===== src/rtl/perf_cnt_pkg.sv =====
package perf_cnt_pkg;
  localparam int unsigned LAT_W_DEF  = 16;
  localparam int unsigned RSV_W_DEF  = 8;
  localparam int unsigned WORD_W_DEF = 8;
endpackage


===== src/rtl/perf_sat_counter.sv =====
module perf_sat_counter #(
  parameter int unsigned W = 8
) (
  input  logic         clk,
  input  logic         rst_n,
  input  logic         clr,
  input  logic         inc,
  output logic [W-1:0] cnt
);
  localparam logic [W-1:0] MAX_V = {W{1'b1}};
  localparam logic [W-1:0] ONE_V = {{(W-1){1'b0}}, 1'b1};

  logic [W-1:0] cnt_q;
  logic [W-1:0] cnt_d;
  logic         cnt_en;

  always_comb begin
    cnt_d  = cnt_q;
    cnt_en = 1'b0;
    if (clr) begin
      cnt_en = 1'b1;
      cnt_d  = inc ? ONE_V : '0;
    end else if (inc && (cnt_q != MAX_V)) begin
      cnt_en = 1'b1;
      cnt_d  = cnt_q + ONE_V;
    end
  end

  always_ff @(posedge clk or negedge rst_n) begin
    if (!rst_n) begin
      cnt_q <= '0;
    end else if (cnt_en) begin
      cnt_q <= cnt_d;
    end
  end

  assign cnt = cnt_q;
endmodule


===== src/rtl/perf_read_tracker.sv =====
module perf_read_tracker (
  input  logic clk,
  input  logic rst_n,
  input  logic req,
  input  logic done,
  output logic busy,
  output logic active
);
  logic busy_q;
  logic busy_d;

  always_comb begin
    busy_d = (busy_q | req) & ~done;
  end

  always_ff @(posedge clk or negedge rst_n) begin
    if (!rst_n) begin
      busy_q <= 1'b0;
    end else begin
      busy_q <= busy_d;
    end
  end

  assign busy   = busy_q;
  assign active = busy_q | req;
endmodule


===== src/rtl/bus_perf_counter.sv =====
module bus_perf_counter
  import perf_cnt_pkg::*;
#(
  parameter int unsigned LAT_W  = LAT_W_DEF,
  parameter int unsigned RSV_W  = RSV_W_DEF,
  parameter int unsigned WORD_W = WORD_W_DEF
) (
  input  logic                            clk,
  input  logic                            rst_n,
  input  logic                            rd_req_i,
  input  logic                            rd_done_i,
  input  logic                            xfer_i,
  input  logic                            csr_rd_i,
  output logic [LAT_W+RSV_W+WORD_W-1:0]   csr_data_o
);
  localparam int unsigned DATA_W = LAT_W + RSV_W + WORD_W;
  localparam int unsigned LAT_LO = RSV_W + WORD_W;

  logic              rd_busy;
  logic              rd_active;
  logic [LAT_W-1:0]  lat_cnt;
  logic [WORD_W-1:0] word_cnt;

  perf_read_tracker u_trk (
    .clk    (clk),
    .rst_n  (rst_n),
    .req    (rd_req_i),
    .done   (rd_done_i),
    .busy   (rd_busy),
    .active (rd_active)
  );

  perf_sat_counter #(.W(LAT_W)) u_lat (
    .clk   (clk),
    .rst_n (rst_n),
    .clr   (csr_rd_i),
    .inc   (rd_active),
    .cnt   (lat_cnt)
  );

  perf_sat_counter #(.W(WORD_W)) u_word (
    .clk   (clk),
    .rst_n (rst_n),
    .clr   (csr_rd_i),
    .inc   (xfer_i),
    .cnt   (word_cnt)
  );

  always_comb begin
    csr_data_o                        = '0;
    csr_data_o[DATA_W-1:LAT_LO]       = lat_cnt;
    csr_data_o[WORD_W-1:0]            = word_cnt;
  end
endmodule


===== config.mk =====
export PLATFORM = sky130hd
export DESIGN_NAME = bus_perf_counter
export DESIGN_NICKNAME = d
export VERILOG_FILES = /design/src/rtl/perf_cnt_pkg.sv /design/src/rtl/perf_sat_counter.sv /design/src/rtl/perf_read_tracker.sv /design/src/rtl/bus_perf_counter.sv
export SDC_FILE = /design/constraint.sdc
export NUM_CORES = 1
export LEC_CHECK = 0
export ABC_AREA = 0
export BUFFER_PORTS_ARGS = -buffer_cell sky130_fd_sc_hd__buf_2
export CORE_MARGIN = 5
export CORE_UTILIZATION = 45
export DETAILED_ROUTE_END_ITERATION = 16
export GPL_ROUTABILITY_DRIVEN = 0
export PLACE_DENSITY = 0.7
export REMOVE_ABC_BUFFERS = 1
export SETUP_SLACK_MARGIN = 0.5
export SLEW_MARGIN = 20
export SYNTH_ARGS = -nofsm -noshare
export SYNTH_HDL_FRONTEND = slang
export SYNTH_SLANG_ARGS = --single-unit
export TNS_END_PERCENT = 100

===== constraint.sdc =====
create_clock -name clk -period 2.2 [get_ports clk]
set_input_delay 0.11 -clock clk [delete_from_list [all_inputs] [get_ports clk]]
set_output_delay 0.11 -clock clk [all_outputs]
set_load 0.02 [all_outputs]

==> flow_summary.ini <==
[status]
status = completed

[power_and_ir_drop]
p_leak_nw = 0.8752
internal_power_mw = 0.6037
power_frac_comb = 0.174
p_per_area_mw_per_mm2 = 442.9
p_switching_mw = 0.2562
seq_power_share = 0.573
ir_drop_v = 0.0002830
p_clk_frac = 0.253
switching_share = 0.2979

[critical_path]
cp_cell_sequence = nand2_2 > or4_4 > or4_4 > a21oi_2
cp_data_required_time_ns = 2.47
start_kind = register
critical_path_arrival_ns = 2.03
criticalPathCategory = register to register
cp_common_cell = or4_4
ff2ff_setup_slack_ns = 0.44
crit_slowest_cell = or4_4
reg2regPathDepth = 4
end_kind = register
timing.rr.start = u_lat.cnt[8]$_DFFE_PN0P_
critPathMaxFanout = 5
reg2reg_to = u_lat.cnt[15]$_DFFE_PN0P_
crit_path_max_incr_delay_ns = 0.55

[clocking]
cts_root_buf = clkbuf_4
cts_max_level = 1
clkTransAtPathRegs_ns = 0.14
clk_latency_ns = 0.33
cts_made_buffers = 3
cts_tree = yes
clk_path_buf_depth = 2
cts.sinks = 25

[global_routing]
antenna_found_initial = 0
gr-total-overflow = 0
grt_pass1_wl_mm = 6.279
grt_max_degree = 26
grt_pass1_vias = 1380
grt_usage = 0.1846

[synthesis]
synth_adder_area_share = 0.01797
ys_warn_count = 0
synthSimpleGateAreaFrac = 0.2264
ys_types = 38
synth_top_family_by_area = simple AND/OR/NAND/NOR gates
syn_avg_cell_area_um2 = 9.409
ys.flop_type = dfrtp_1
netlist_area_mm2 = 0.001393
synth-edff-count = 0
ys_async_sr_fraction = 1.000
ys_ff_latch = 25
synth_compound_area_frac = 0.2138
synth_xor_area_frac = 0
ys_seq_area_frac = 0.4492
muxShareOfSynthArea = 0.02246
syn_inst = 148

[detailed_routing]
via_per_inst = 5.806
drt_first_pass_iters = 4
ant_nets = 0
post-route-drc-count = 0
drt_iter0_markers = 77
wirelength_mm = 3.814
avgRoutedWirePerCell_um = 15.38
num_vias = 1440

[sta]
rsz0062_at_grt = true
relSlewSlack = 0.6268
final.setup.tns_ns = 0
period_needed_ns = 1.757
slew_viol_final = 0
hold_viol_final = 0
fin_skew_ns = 0.001327
final-setup-viol-count = 0
finalCritPeriodShare = 0.7989
timing.fmax_ghz = 0.5690
tightest_slew_ns = 0.5598

[floorplan]
die_height_um = 65.63
start_util = 0.4638
fp.dieW_um = 65.63
boundaryPins = 38
fp.coreArea_mm2 = 0.003003
die_area_mm2 = 0.004307
row_count = 20

[place]
place_area_mm2 = 0.001545
portBuffers = 29
dp_hpwl_mm = 2.316

[layout]
nets = 224
drive_above_1_share = 0.4372
stdcell_area_mm2 = 0.001942
syn_to_final_growth_pct = 39.44
antenna_cells = 0

[min_path]
hold_end = u_trk.busy$_DFF_PN0_
min_path_cells = 3
hold_start = rd_req_i
hold_path.class = input port to register

[job]
drv_cap = 0
==> area by class of cell <==
class | count | area (um2)
Fill cell | 230 | 1061
Multi-Input combinational cell | 113 | 779.5
Sequential cell | 25 | 633.1
Timing Repair Buffer | 68 | 442.9
Tap cell | 33 | 41.29
Clock buffer | 4 | 26.28
Inverter | 5 | 18.77
==> registers in the layout (all words and copies together) (netlist names) <==
signal and cells:
u_word.cnt 8, u_trk.busy 1, u_lat.cnt 16
==> kinds of logic (layout without fill, tap and decap cells) <==
| logic type | after synthesis | after routing |
|---|---|---|
| AND/OR/NAND/NOR | 56 | 56 |
| AO/OA/AOI/OAI | 44 | 44 |
| flip-flops | 25 | 25 |
| buffers and inverters | 17 | 77 |
| multiplexers | 3 | 3 |
| adder cells (fa/ha/maj) | 2 | 2 |
| other | 1 | 8 |
==> what timing repair did <==
action	in CTS	in global routing
endpoints found under the hold margin	26	0
gates cloned	0	0
setup endpoints to repair	13	14
pin swaps	9	6
setup buffers	24	11
gates resized for setup	12	9
hold buffers	2	0
==> cells in the mapped netlist, drive strengths merged (2+ instances only) <==
master  number  area share
o211ai       2       0.011
nand2       10       0.027
or4          8       0.047
o41ai        3       0.019
nor2         9       0.024
nor3         3       0.011
a211oi       2       0.011
mux2i        2       0.014
clkbuf       4       0.011
o21ai        7       0.025
inv          5       0.013
a21oi       16       0.058
dfrtp       25        0.45
nand4        4       0.018
buf          8       0.043
nor4         2      0.0090
o31ai        7       0.038
ha           2       0.018
or3          8       0.038
nand3        6       0.022
==> cell usage in the layout (no fill, tap or decap), drive strengths merged, types with 2 or more instances in the layout <==
master / instances
a211oi: 2
a21oi: 16
buf: 66
clkbuf: 4
conb: 8
dfrtp: 25
dlygate4sd3: 2
ha: 2
inv: 5
mux2i: 2
nand2: 10
nand3: 6
nand4: 4
nor2: 9
nor3: 3
nor4: 2
o211ai: 2
o21ai: 7
o31ai: 7
o41ai: 3
or3: 8
or4: 8
==> metal layers <==
metal	share of wire	track usage
met1	0.43	0.2250
met2	0.51	0.3292
met3	0.047	0.02393
met4	0.014	0.06736
met5	0	0
==> worst max-delay path, delay by kind of cell, from the launching register on <==
kind,cells,cell delay [ns]
and+or+nand+nor,3,1.13
AOI/OAI and AO/OA,1,0.12
DFF,1,0.45
==> power by group through the flow <==
stage,Sequential [mW],Clock [mW],Combinational [mW]
floorplan,0.515,0,0.0507
global placement,0.501,0,0.107
detailed placement,0.503,0,0.109
CTS,0.491,0.214,0.143
global route,0.495,0.238,0.168
finish,0.493,0.218,0.150
==> through the flow <==
step	utilization	worst slack (ns)	cells	total power, mW	hold WS (ns)
2_1_floorplan	-	0.2255	143	0.5660	-0.1856
3_3_place_gp	0.5146	0.2796	207	0.6080	0.1356
3_5_place_dp	0.5146	0.1440	207	0.6124	0.1368
4_1_cts	0.6050	0.4422	237	0.8470	0.1080
5_1_grt	0.6467	0.3816	248	0.9013	0.1136
6_report	0.6467	0.4425	248	0.8600	0.1049
==> worst max path at each step <==
| stage | start | to | slack (ns) | cells after the start |
|---|---|---|---|---|
| global route | u_lat.cnt[4]$_DFFE_PN0P_ | u_lat.cnt[10]$_DFFE_PN0P_ | 0.38 | 5 |
| detailed placement | u_lat.cnt[0]$_DFFE_PN0P_ | u_lat.cnt[14]$_DFFE_PN0P_ | 0.14 | 5 |
| global placement | u_lat.cnt[0]$_DFFE_PN0P_ | u_lat.cnt[14]$_DFFE_PN0P_ | 0.28 | 5 |
| floorplan | u_lat.cnt[0]$_DFFE_PN0P_ | u_lat.cnt[14]$_DFFE_PN0P_ | 0.23 | 5 |
| CTS | u_lat.cnt[8]$_DFFE_PN0P_ | u_lat.cnt[15]$_DFFE_PN0P_ | 0.44 | 4 |
| finish | u_lat.cnt[8]$_DFFE_PN0P_ | u_lat.cnt[15]$_DFFE_PN0P_ | 0.44 | 4 |
(Power assumes the default switching activity.)
